`src/rtl/fpd_pkg.sv`:
```
package fpd_pkg;
  localparam logic [7:0] OPC_WEN    = 8'h06;
  localparam logic [7:0] OPC_WDIS   = 8'h04;
  localparam logic [7:0] OPC_PROT   = 8'h36;
  localparam logic [7:0] OPC_UNPROT = 8'h39;
  localparam logic [7:0] OPC_SEQ    = 8'hAD;

  typedef struct packed {
    logic       valid;      // chip select just rose
    logic       aligned;    // whole, non-zero byte count
    logic       addr_full;  // all address bytes received
    logic [7:0] opcode;
  } frame_t;
endpackage

```
`src/rtl/fpd_sync.sv`:
```
module fpd_sync #(
  parameter int          W       = 3,
  parameter int          STAGES  = 2,
  parameter logic [W-1:0] RST_VAL = '0
) (
  input  logic         clk_i,
  input  logic         rst_ni,
  input  logic [W-1:0] d_i,
  output logic [W-1:0] q_o
);
  logic [W-1:0] sr_q [STAGES];

  always_ff @(posedge clk_i or negedge rst_ni) begin
    if (!rst_ni) begin
      for (int i = 0; i < STAGES; i++) sr_q[i] <= RST_VAL;
    end else begin
      sr_q[0] <= d_i;
      for (int i = 1; i < STAGES; i++) sr_q[i] <= sr_q[i-1];
    end
  end

  assign q_o = sr_q[STAGES-1];
endmodule

```
`src/rtl/fpd_shifter.sv`:
```
module fpd_shifter
  import fpd_pkg::*;
#(
  parameter int ADDR_BYTES = 3,
  parameter int SEC_LSB    = 16,
  parameter int SEC_W      = 4
) (
  input  logic             clk_i,
  input  logic             rst_ni,
  input  logic             cs_n_i,
  input  logic             sck_i,
  input  logic             si_i,
  output frame_t           frame_o,
  output logic [SEC_W-1:0] sec_o,
  output logic             cs_rise_o,
  output logic [2:0]       bit_cnt_o
);
  localparam int KEEP_W = SEC_LSB + SEC_W;
  localparam int MAXB   = ADDR_BYTES + 1;
  localparam int CNT_W  = $clog2(MAXB + 1);

  logic              sck_d, cs_d;
  logic              sck_rise, cs_rise, cs_fall;
  logic [2:0]        bit_q;
  logic [CNT_W-1:0]  bytes_q;
  logic [6:0]        shreg_q;
  logic [7:0]        opc_q;
  logic [KEEP_W-1:0] addr_q;
  logic [7:0]        new_byte;

  assign sck_rise = sck_i & ~sck_d;
  assign cs_rise  = cs_n_i & ~cs_d;
  assign cs_fall  = ~cs_n_i & cs_d;
  assign new_byte = {shreg_q, si_i};

  always_ff @(posedge clk_i or negedge rst_ni) begin
    if (!rst_ni) begin
      sck_d   <= 1'b0;
      cs_d    <= 1'b1;
      bit_q   <= '0;
      bytes_q <= '0;
      shreg_q <= '0;
      opc_q   <= '0;
      addr_q  <= '0;
    end else begin
      sck_d <= sck_i;
      cs_d  <= cs_n_i;
      if (cs_fall) begin
        bit_q   <= '0;
        bytes_q <= '0;
      end else if (!cs_n_i && sck_rise) begin
        shreg_q <= new_byte[6:0];
        bit_q   <= bit_q + 3'd1;
        if (bit_q == 3'd7) begin
          if (bytes_q == '0) opc_q <= new_byte;
          else if (bytes_q <= CNT_W'(ADDR_BYTES)) addr_q <= KEEP_W'({addr_q, new_byte});
          if (bytes_q != CNT_W'(MAXB)) bytes_q <= bytes_q + 1'b1;
        end
      end
    end
  end

  always_comb begin
    frame_o.valid     = cs_rise;
    frame_o.aligned   = (bit_q == 3'd0) && (bytes_q != '0);
    frame_o.addr_full = (bytes_q == CNT_W'(MAXB));
    frame_o.opcode    = opc_q;
  end

  assign sec_o     = addr_q[SEC_LSB +: SEC_W];
  assign cs_rise_o = cs_rise;
  assign bit_cnt_o = bit_q;
endmodule

```
`src/rtl/fpd_commit.sv`:
```
module fpd_commit
  import fpd_pkg::*;
#(
  parameter int SEC_W = 4
) (
  input  logic             clk_i,
  input  logic             rst_ni,
  input  frame_t           frame_i,
  input  logic [SEC_W-1:0] sec_i,
  output logic             wel_o,
  output logic             seq_o,
  output logic             upd_en_o,
  output logic             upd_val_o,
  output logic [SEC_W-1:0] upd_idx_o
);
  logic wel_q, wel_d, seq_q, seq_d;
  logic fire;

  assign fire = frame_i.valid && frame_i.aligned;

  always_comb begin
    wel_d     = wel_q;
    seq_d     = seq_q;
    upd_en_o  = 1'b0;
    upd_val_o = 1'b0;
    if (fire) begin
      unique case (frame_i.opcode)
        OPC_WEN:  wel_d = 1'b1;
        OPC_WDIS: begin
          wel_d = 1'b0;
          seq_d = 1'b0;
        end
        OPC_PROT, OPC_UNPROT: begin
          if (frame_i.addr_full && wel_q) begin
            upd_en_o  = 1'b1;
            upd_val_o = (frame_i.opcode == OPC_PROT);
            wel_d     = 1'b0;
          end
        end
        OPC_SEQ: if (frame_i.addr_full && wel_q) seq_d = 1'b1;
        default: ;
      endcase
    end
  end

  always_ff @(posedge clk_i or negedge rst_ni) begin
    if (!rst_ni) begin
      wel_q <= 1'b0;
      seq_q <= 1'b0;
    end else begin
      wel_q <= wel_d;
      seq_q <= seq_d;
    end
  end

  assign wel_o     = wel_q;
  assign seq_o     = seq_q;
  assign upd_idx_o = sec_i;
endmodule

```
`src/rtl/fpd_prot_array.sv`:
```
module fpd_prot_array #(
  parameter int NUM_SECTORS = 16,
  parameter int SEC_W       = 4
) (
  input  logic                   clk_i,
  input  logic                   rst_ni,
  input  logic                   upd_en_i,
  input  logic                   upd_val_i,
  input  logic [SEC_W-1:0]       upd_idx_i,
  output logic [NUM_SECTORS-1:0] prot_o
);
  for (genvar g = 0; g < NUM_SECTORS; g++) begin : g_sec
    always_ff @(posedge clk_i or negedge rst_ni) begin
      if (!rst_ni) prot_o[g] <= 1'b1;
      else if (upd_en_i && (upd_idx_i == SEC_W'(g))) prot_o[g] <= upd_val_i;
    end
  end
endmodule

```
`src/rtl/flash_prot_decoder.sv`:
```
module flash_prot_decoder
  import fpd_pkg::*;
#(
  parameter int NUM_SECTORS = 16,
  parameter int ADDR_BYTES  = 3,
  parameter int SEC_LSB     = 16,
  parameter int SYNC_STAGES = 2
) (
  input  logic                   clk_i,
  input  logic                   rst_ni,
  input  logic                   cs_ni,
  input  logic                   sck_i,
  input  logic                   si_i,
  output logic                   wel_o,
  output logic [NUM_SECTORS-1:0] prot_o,
  output logic                   seq_mode_o,
  output logic                   so_oe_o
);
  localparam int SEC_W = (NUM_SECTORS > 1) ? $clog2(NUM_SECTORS) : 1;

  logic [2:0]       pins_s;
  frame_t           frame_s;
  logic [SEC_W-1:0] sec_s, upd_idx_s;
  logic             cs_rise_s, upd_en_s, upd_val_s;
  logic [2:0]       bit_cnt_s;

  fpd_sync #(.W(3), .STAGES(SYNC_STAGES), .RST_VAL(3'b100)) u_sync (
    .clk_i (clk_i),
    .rst_ni(rst_ni),
    .d_i   ({cs_ni, sck_i, si_i}),
    .q_o   (pins_s)
  );

  fpd_shifter #(.ADDR_BYTES(ADDR_BYTES), .SEC_LSB(SEC_LSB), .SEC_W(SEC_W)) u_shift (
    .clk_i    (clk_i),
    .rst_ni   (rst_ni),
    .cs_n_i   (pins_s[2]),
    .sck_i    (pins_s[1]),
    .si_i     (pins_s[0]),
    .frame_o  (frame_s),
    .sec_o    (sec_s),
    .cs_rise_o(cs_rise_s),
    .bit_cnt_o(bit_cnt_s)
  );

  fpd_commit #(.SEC_W(SEC_W)) u_commit (
    .clk_i    (clk_i),
    .rst_ni   (rst_ni),
    .frame_i  (frame_s),
    .sec_i    (sec_s),
    .wel_o    (wel_o),
    .seq_o    (seq_mode_o),
    .upd_en_o (upd_en_s),
    .upd_val_o(upd_val_s),
    .upd_idx_o(upd_idx_s)
  );

  fpd_prot_array #(.NUM_SECTORS(NUM_SECTORS), .SEC_W(SEC_W)) u_prot (
    .clk_i    (clk_i),
    .rst_ni   (rst_ni),
    .upd_en_i (upd_en_s),
    .upd_val_i(upd_val_s),
    .upd_idx_i(upd_idx_s),
    .prot_o   (prot_o)
  );

  assign so_oe_o = 1'b0;
endmodule

```
`config.mk`:
```
export PLATFORM = sky130hd
export DESIGN_NAME = flash_prot_decoder
export DESIGN_NICKNAME = d
export VERILOG_FILES = /design/src/rtl/fpd_pkg.sv /design/src/rtl/fpd_sync.sv /design/src/rtl/fpd_shifter.sv /design/src/rtl/fpd_commit.sv /design/src/rtl/fpd_prot_array.sv /design/src/rtl/flash_prot_decoder.sv
export SDC_FILE = /design/constraint.sdc
export NUM_CORES = 1
export LEC_CHECK = 0
export ABC_AREA = 1
export BUFFER_PORTS_ARGS = -buffer_cell sky130_fd_sc_hd__buf_4
export CAP_MARGIN = 20
export CORE_MARGIN = 2
export CORE_UTILIZATION = 49
export DETAILED_ROUTE_END_ITERATION = 10
export PLACE_DENSITY = 0.73
export SLEW_MARGIN = 0
export SYNTH_ARGS = -nofsm -noshare
export SYNTH_HDL_FRONTEND = slang
export SYNTH_SLANG_ARGS = --single-unit
```
`constraint.sdc`:
```
create_clock -name clk_i -period 3.9 [get_ports clk_i]
set_input_delay 0.195 -clock clk_i [delete_from_list [all_inputs] [get_ports clk_i]]
set_output_delay 0.195 -clock clk_i [all_outputs]
set_load 0.05 [all_outputs]
```
==> metrics.txt, run 1 <==
status finished, final reports clean; cell type with the largest total area after synthesis dfrtp_1; fraction of registers with async set/reset 100%; endpoints failing hold 0; Hold Path Depth 0; EDFF count, synth 0; Sink Count 59; Longest Clk Path Bufs 2; Root Buffer clkbuf_8; met1 usage 23.1%; max_slew headroom approximately 46%; Power Density 423 nW/µm²; ys flop type dfrtp_1; hold slack around 0.35 ns; number of synthesized register bits ~60; core area 5570 µm²; first-pass GRT wire length 9130 µm; Die Y-Extent 80.3 µm; Antenna Violating Nets Remaining 0; Initial Util 51.2%; Seq/Total Area, Yosys 52.5%; io pins 24; H-tree depth 3; CP Capture Type register; Max VDD drop 0.262 mV; Final Critical Period between 2 and 2.5 ns; Vias/cell 4.91; Max Fanout on Critical Path 20; gr busiest metal met2; worst r2r src u_shift.bytes_q[0]$_DFFE_PN0P_; Synth Instances around 330; Final #Nets ~360; Reg2Reg Setup Slack 1.84 ns; Synth area leaders dfrtp_1 35%, dfstp_2 17%, nand2_1 12%; fin. max-slew vios 0; top post-synthesis cells by count 88 x nand2_1, 40 x dfrtp_1, 36 x inv_1, 27 x o21ai_0, 26 x nor2_1; die width 80.3 µm; share of layout cells above drive strength 1 22.4%; GR Layer Usage met3 5.62%; area growth from synthesis to layout 16.1%; DIE AREA 6450 µm²; Setup Buffers After CTS 0; Req. time, crit path roughly 4.2 ns; Filler cells 512; syn avg cell area ~8.7 µm²; crit path cell chain inv_1 -> ha_1 -> nand2_2 -> nor2_4 -> nand3_1 -> nor2_4 -> nand3_1 -> nand2_1; Synth top area share 35.1%; storage element area 1500 µm²; final setup skew around 0.006 ns; crit path launch type register; cell at the slowest stage of the critical path dfrtp_1; Crit path buffers/inverters 1; routed wire length 5060 µm; Mapped Area 2860 µm²; FP Rows 27; Global Route Usage Sum 18.4%; vias 2,108; GRT Residual Overflow 0; hold crit path type reg -> reg; CTS tree done; most common cell in the netlist nand2_1; R2R Path End u_prot.prot_o[6]$_DFFE_PN1P_; worst-skew pair later-pin latency approximately 0.33 ns; Final TNS setup 0 ns; # DRC 0; Hold Startpoint u_sync.sr_q[4]$_DFF_PN0_; DR WL/cell about 12 µm; delay-heaviest family, CP simple AND/OR/NAND/NOR gates; Lkg Pwr 0.00152 µW; antenna violations before repair 0; count of cell types in the netlist 30; Worst Hold End u_sync.q_o[1]$_DFF_PN0_; Net Count, Synth around 340; Finished Core Util 59.5%; Final Cycle Share 52.8%; largest net degree at the start of global routing 60; R2R depth 8; unrepaired setup endpoints after global routing no; gpl congestion 0.890; Num CTS Buffers 9; met2 Use GR between 20% and 30%; diodes inserted 0; synth warn 0; CP arrival 2.33 ns; Setup violations, final 0; vias in the first global route 2,085; DRT Pass-1 Iters 4; Slew @ Worst Pin 0.812 ns; fmax 486 MHz; CP Class reg -> reg; max cap viols 0; area of the multi-input gates 1110 µm²; post-CTS sizing 0; first-iteration detailed-routing DRC count 95; DP Wirelength 3390 µm; Port Buf Inserts 22; clock transition at the registers of the reported paths 0.07 ns; hold buffers post-CTS 4; Crit path largest cell delay 0.40 ns
## logic make-up after synthesis
logic type | count (synthesis) | synth area share, %
AOI/OAI and AO/OA | 38 | 6.84
adders and majority gates | 6 | 2.63
buffers and inverters | 52 | 8.72
DFF | 59 | 52.5
other | 1 | 0.131
and+or+nand+nor | 171 | 29.1
## how the worst max path moves through the flow
stage	slack, ns	cells past startpoint	startpoint	endpoint
2_1_floorplan	2.36	8	u_commit.wel_o$_DFFE_PN0P_	u_prot.prot_o[13]$_DFFE_PN1P_
3_3_place_gp	1.95	8	u_shift.bytes_q[0]$_DFFE_PN0P_	u_prot.prot_o[0]$_DFFE_PN1P_
3_5_place_dp	1.90	8	u_shift.bytes_q[0]$_DFFE_PN0P_	u_prot.prot_o[10]$_DFFE_PN1P_
4_1_cts	1.86	8	u_shift.bytes_q[0]$_DFFE_PN0P_	u_prot.prot_o[6]$_DFFE_PN1P_
5_1_grt	1.65	8	u_shift.bytes_q[0]$_DFFE_PN0P_	u_prot.prot_o[15]$_DFFE_PN1P_
6_report	1.84	8	u_shift.bytes_q[0]$_DFFE_PN0P_	u_prot.prot_o[6]$_DFFE_PN1P_
## area by class of cell
type	instances	area share, %
clock buffers	12	4.98
clock inverters	4	2.87
flip-flops and latches	59	45.3
repair buffers	26	6.19
multi-input cells	216	33.4
inverters	40	4.61
well taps	72	2.72
## cell usage in the layout (no fill, tap or decap), drive strengths merged
cell / count
nand2: 93
dfrtp: 40
inv: 40
o21ai: 35
nor2: 34
nand3: 24
buf: 22
dfstp: 19
nand4: 17
clkbuf: 12
ha: 6
dlygate4sd3: 4
bufinv: 3
nor3: 3
a21oi: 2
o22ai: 1
conb: 1
clkinv: 1
## metal layers
metal | vias up | wire length (µm)
met5 | - | 0
met4 | 0 | 78
met3 | 6 | 206
met2 | 31 | 2380
met1 | 972 | 2390
li1 | 1099 | -
## worst register-to-register path, delay by kind of cell, from the launching register on
family,cells,cell delay [ns]
DFF,1,0.40
adders and majority gates,1,0.25
buffers and inverters,1,0.10
and+or+nand+nor,6,1.25
## power breakdown
part           leakage (µW)  internal (µW)  total [µW]  switching (µW)
logic              0.000645           13.9        47.6            33.6
clock network      0.000133            476         715             239
registers          0.000739            632         640            8.44
## per-stage QoR
| stage | setup WS (ns) | area, µm² | power, µW | cells |
|---|---|---|---|---|
| global route | 1.65 | 3310 | 1460 | 429 |
| CTS | 1.86 | 3310 | 1420 | 429 |
| finish | 1.84 | 3310 | 1400 | 429 |
| floorplan | 2.36 | 2860 | 675 | 327 |
| detailed placement | 1.90 | 3010 | 697 | 409 |
| global placement | 1.95 | 3010 | 696 | 409 |
## flip-flops by register name (all words and copies together) (netlist names)
register / count
u_shift.addr_q: 12
u_prot.prot_o: 16
u_commit.wel_o: 1
u_sync.q_o: 3
u_shift.sck_d: 1
u_shift.cs_d: 1
u_shift.bytes_q: 3
u_sync.sr_q: 3
u_shift.opc_q: 8
u_commit.seq_o: 1
u_shift.bit_cnt_o: 3
u_shift.shreg_q: 7
Power figures use the tool's default switching activity.
==> run 2, diff against run 1 <==
PLACE_DENSITY = 0.76   (was 0.73)
clock period = 1.7 ns   (was 3.9 ns; I/O delays follow)
==> metrics.txt, run 2 (synthesized netlist as in run 1, its figures left out) <==
status finished, final reports clean; diodes inserted 0 (unchanged); endpoints failing hold 0 (unchanged); Lkg Pwr 0.00155 µW (+2.4%); DR WL/cell 12.7 µm (+8.1%); largest net degree at the start of global routing 60 (unchanged); commonest non-fill, non-tap cell in the layout nand2_1; Sink Count 59 (unchanged); Final TNS setup 0 ns (unchanged); GRT Residual Overflow 0 (unchanged); first-pass GRT wire length 9230 µm (+1.1%); power share of the combinational group 3.7% (+0.3 points); Longest Clk Path Bufs 2 (unchanged); Clock power frac 47.8% (-3.1 points); routed wire length 5560 µm (+9.9%); Top reg by flops u_prot.prot_o; most frequent cells in the layout 88 x nand2_1, 40 x dfrtp_1, 35 x inv_1, 27 x o21ai_0; Num CTS Buffers 9 (unchanged); Final Critical Period 1.61 ns (-0.453 ns); share of layout cells above drive strength 1 24.5% (+2.0 points); internal power 2380 µW (+110%); CTS tree done; max_slew headroom 52.0% (+6.2 points); Global Route Usage Sum 18.8% (+0.40 points); Power Density 894 nW/µm² (+110%); area growth from synthesis to layout 18.8%; vias in the first global route 2,159 (+3.5%); Finished Core Util 60.9% (+1.4 points); hold crit path type in -> async; DIE AREA 6450 µm² (unchanged); FP Rows 27 (unchanged); gpl congestion 0.866 (-2.6%); Top Registers u_prot.prot_o x16, u_shift.addr_q x12, u_shift.opc_q x8; # DRC 0 (unchanged); Vias/cell 5.08 (+3.4%); CP Capture Type register; clock transition at the registers of the reported paths 0.07 ns (about the same); Die Y-Extent 80.3 µm (unchanged); die width 80.3 µm (unchanged); R2R depth 9 (+1); final setup skew 0.0124 ns (+0.00648 ns); switching part of the total 21.5% (+1.5 points); Power, Total 3030 µW (+120%); fin. max-slew vios 0 (unchanged); Max Fanout on Critical Path 8 (-60%); io pins 24 (unchanged); CP arrival 1.89 ns (-0.44 ns); Seq pwr share 48.5% (+2.8 points); Reg2Reg Setup Slack 0.09 ns (-1.75 ns); Largest register FFs 16 (unchanged); crit path launch type register; DRT Pass-1 Iters 4 (unchanged); fmax 622 MHz (+28%); Setup violations, final 0 (unchanged); DP Wirelength 3630 µm (+7.0%); Final #Nets 370 (+1.9%); Initial Util 51.2% (unchanged); H-tree depth 3 (unchanged); Final Cycle Share 94.5% (+42 points); core area 5570 µm² (unchanged); max cap viols 0 (unchanged); Port Buf Inserts 22 (unchanged); antenna violations before repair 0 (unchanged); Root Buffer clkbuf_8; net switching power 652 µW (+130%); Req. time, crit path 1.98 ns (-2.19 ns); Slew @ Worst Pin 0.719 ns (-0.0922 ns); CP Class reg -> reg; worst-skew pair later-pin latency 0.34 ns (about the same); placed insts 413 (+0.98%); Antenna Violating Nets Remaining 0 (unchanged); first-iteration detailed-routing DRC count 147 (+55%); vias 2,215 (+5.1%); Max VDD drop 0.715 mV (+170%); Finished Layout Cells 436 (+1.6%)
run 2: repair_timing:
item | CTS | global route
buffers inserted | 0 | 1
hold buffers | 4 | 0
resized for setup | 1 | 6
setup endpoints to repair | 12 | 34
endpoints found under the hold margin | 43 | 0
gates cloned | 0 | 2
pin swaps | 0 | 3
run 2: per-stage QoR:
stage	hold WS [ns]	setup WS (ns)	instance area, µm²
after floorplan	-0.211	0.156	2860
after global placement	0.184	0.0223	3040
after detailed placement	0.190	-0.112	3040
after CTS	0.356	0.00942	3320
after global routing	0.366	-0.0137	3390
final	0.350	0.0932	3390
run 2: final timing paths:
check	from	to
setup reg to reg	u_shift.bytes_q[0]$_DFFE_PN0P_	u_prot.prot_o[12]$_DFFE_PN1P_
hold / removal	rst_ni	u_shift.shreg_q[6]$_DFFE_PN0P_
max in group asynchronous	rst_ni	u_shift.opc_q[2]$_DFFE_PN0P_
hold reg to reg	u_sync.sr_q[3]$_DFF_PN0_	u_sync.q_o[0]$_DFF_PN0_
setup / recovery	u_shift.bytes_q[0]$_DFFE_PN0P_	u_prot.prot_o[12]$_DFFE_PN1P_
min in group clk_i	u_sync.sr_q[3]$_DFF_PN0_	u_sync.q_o[0]$_DFF_PN0_
run 2: cell type report:
class                      instances  area, µm²
fill                             466       2180
inverter                          40        153
clock buffer                      11        151
clock inverter                     5       75.1
sequential                        59       1500
multi-input combinational        218       1170
tap                               72       90.1
timing repair buffer              31        255
run 2: power groups by stage:
stage               Sequential, µW  Clock (µW)  Combinational (µW)
floorplan                     1490           0                58.4
global placement              1490           0                 104
detailed placement            1500           0                 107
CTS                           1470        1480                 115
global route                  1480        1530                 132
finish                        1470        1450                 112
run 2: metal layers:
metal / track usage (%) / vias to the layer above / part of all wire (%)
met5: 0 / - / 0
met4: 10.5 / 0 / 1.6
met3: 5.73 / 8 / 4.3
met2: 30.8 / 46 / 51
met1: 21.9 / 1046 / 44
li1: - / 1115 / -
run 2: critical path: stages, from the launching register on:
cell and delay [ns]:
dfrtp_1 0.42, inv_2 0.10, ha_4 0.17, nand2_2 0.10, nor2_4 0.10, buf_4 0.14, nand3_4 0.13, nor2_4 0.21
nand3_1 0.11, nand2_1 0.07
==> run 3, diff against run 2 <==
RECOVER_POWER = 25   (was unset)
==> metrics.txt, run 3 (synthesized netlist as in run 1, its figures left out) <==
status finished, final reports clean; Filler cells 466 (unchanged); largest net degree at the start of global routing 60 (unchanged); Max Fanout on Critical Path 8 (unchanged); Finished Core Util 60.9% (unchanged); CP Class reg -> reg; fmax 622 MHz (-0.11%); vias 2,205 (-0.45%); CP Launch Point u_shift.bytes_q[0]$_DFFE_PN0P_; Sink Count 59 (unchanged); R2R depth 9 (unchanged); Largest register FFs 16 (unchanged); Slew @ Worst Pin 0.719 ns (-0.000299 ns); io pins 24 (unchanged); Final Critical Period 1.61 ns (+0.00177 ns); CTS tree done; core area 5570 µm² (unchanged); Power Density 892 nW/µm² (-0.17%); Antenna Violating Nets Remaining 0 (unchanged); first-iteration detailed-routing DRC count 169 (+15%); Top Registers u_prot.prot_o x16, u_shift.addr_q x12, u_shift.opc_q x8; CP arrival 1.89 ns (about the same); hold slack 0.354 ns (+0.00403 ns); Root Buffer clkbuf_8; Crit path top cell by count nor2_4; storage element area 1500 µm² (unchanged); Global Route Usage Sum 18.8% (unchanged); Num CTS Buffers 9 (unchanged); routed wire length 5550 µm (about the same); worst-skew pair later-pin latency 0.34 ns (about the same); vias in the first global route 2,159 (unchanged); first-pass GRT wire length 9230 µm (unchanged); most frequent cells in the layout 88 x nand2_1, 40 x dfrtp_1, 35 x inv_1, 27 x o21ai_0, 26 x nor2_1; GRT Residual Overflow 0 (unchanged); CP Capture Type register; Crit path largest cell delay 0.42 ns (about the same); H-tree depth 3 (unchanged); commonest non-fill, non-tap cell in the layout nand2_1; fin. max-slew vios 0 (unchanged); Longest Clk Path Bufs 2 (unchanged); gpl congestion 0.866 (unchanged); crit path launch type register; clock transition at the registers of the reported paths 0.07 ns (about the same); Final #Nets 370 (unchanged); Vias/cell 5.06 (-0.45%); Final Cycle Share 94.6% (+0.10 points); R2R Path End u_prot.prot_o[12]$_DFFE_PN1P_; DP Wirelength 3630 µm (unchanged); Die Y-Extent 80.3 µm (unchanged); max_slew headroom 52.1% (about the same); hold crit path type reg -> reg; CP Capture Point u_prot.prot_o[12]$_DFFE_PN1P_; endpoints failing hold 0 (unchanged); max cap viols 0 (unchanged); share of layout cells above drive strength 1 24.2% (-0.27 points); diodes inserted 0 (unchanged); area of the multi-input gates 1170 µm² (unchanged); antenna violations before repair 0 (unchanged); crit path cell chain inv_2 -> ha_4 -> nand2_2 -> nor2_4 -> buf_4 -> nand3_4 -> nor2_4 -> nand3_1 -> nand2_1; Req. time, crit path 1.98 ns (about the same); DRT Pass-1 Iters 4 (unchanged); Max VDD drop 0.713 mV (-0.35%); cell at the slowest stage of the critical path dfrtp_1; die width 80.3 µm (unchanged); DIE AREA 6450 µm² (unchanged); Top reg by flops u_prot.prot_o; Lkg Pwr 0.00155 µW (about the same); DR WL/cell 12.7 µm (about the same); # DRC 0 (unchanged); area growth from synthesis to layout 18.8% (unchanged); Setup violations, final 0 (unchanged); worst r2r src u_shift.bytes_q[0]$_DFFE_PN0P_; final setup skew 0.0132 ns (+0.000727 ns); Initial Util 51.2% (unchanged); Reg2Reg Setup Slack 0.09 ns (about the same); Port Buf Inserts 22 (unchanged); FP Rows 27 (unchanged)
[run 3: cell types whose count changed in the layout (fill, tap and decap cells not counted), sizes merged]
cell	before	now
buf	27	24
clkbuf	11	14
[run 3: cell type report]
cell class / instances / area share, %
inverters: 40 / 4.50
clock inverters: 5 / 2.21
repair buffers: 31 / 7.52
flip-flops and latches: 59 / 44.2
multi-input cells: 218 / 34.4
clock buffers: 11 / 4.46
well taps: 72 / 2.65
[run 3: layer usage]
layer  part of all wire, %  wire (µm)  up-vias  track usage [%]
met5                     0          0        -                0
met1                    44       2450     1042             21.9
met3                   3.8        211        6             5.73
met4                   1.1         63        0             10.5
met2                    51       2830       42             30.8
li1                      -          -     1115                -
[run 3: power breakdown]
part / switching, µW / internal (µW) / total, µW
clock: 548 / 898 / 1450
sequential: 20.9 / 1450 / 1470
combinational: 78.7 / 32.5 / 111
[run 3: worst min-delay path by stage]
stage / start / depth (start not counted) / to / slack [ns]
global route: u_sync.sr_q[4]$_DFF_PN0_ / 0 / u_sync.q_o[1]$_DFF_PN0_ / 0.37
detailed placement: rst_ni / 1 / u_shift.bit_cnt_o[0]$_DFFE_PN0P_ / 0.19
floorplan: rst_ni / 0 / u_commit.seq_o$_DFFE_PN0P_ / -0.21
global placement: rst_ni / 1 / u_shift.shreg_q[6]$_DFFE_PN0P_ / 0.18
finish: u_sync.sr_q[3]$_DFF_PN0_ / 0 / u_sync.q_o[0]$_DFF_PN0_ / 0.35
CTS: rst_ni / 2 / u_shift.bit_cnt_o[0]$_DFFE_PN0P_ / 0.36
[run 3: worst max-delay path, delay by kind of cell, from the launching register on]
family	cells	cell delay [ns]
and+or+nand+nor	6	0.72
DFF	1	0.42
buffers and inverters	2	0.24
adders and majority gates	1	0.17
[run 3: what timing repair did]
item | in CTS | in global routing
gates resized for setup | 1 | 6
buffers inserted | 0 | 1
setup endpoints to repair | 12 | 34
endpoints found under the hold margin | 43 | 0
cloned | 0 | 2
hold buffers | 4 | 0
pin swaps | 0 | 3
[run 3: stage by stage]
step	setup WS [ns]	instances	setup TNS, ns	area [µm²]	total power [µW]
after floorplan	0.156	327	0	2860	1550
after global placement	0.0223	413	0	3040	1600
after detailed placement	-0.112	413	-0.704	3040	1600
after CTS	0.00942	433	0	3320	3070
after global routing	-0.0137	436	-0.0301	3390	3140
final	0.0914	436	0	3390	3030
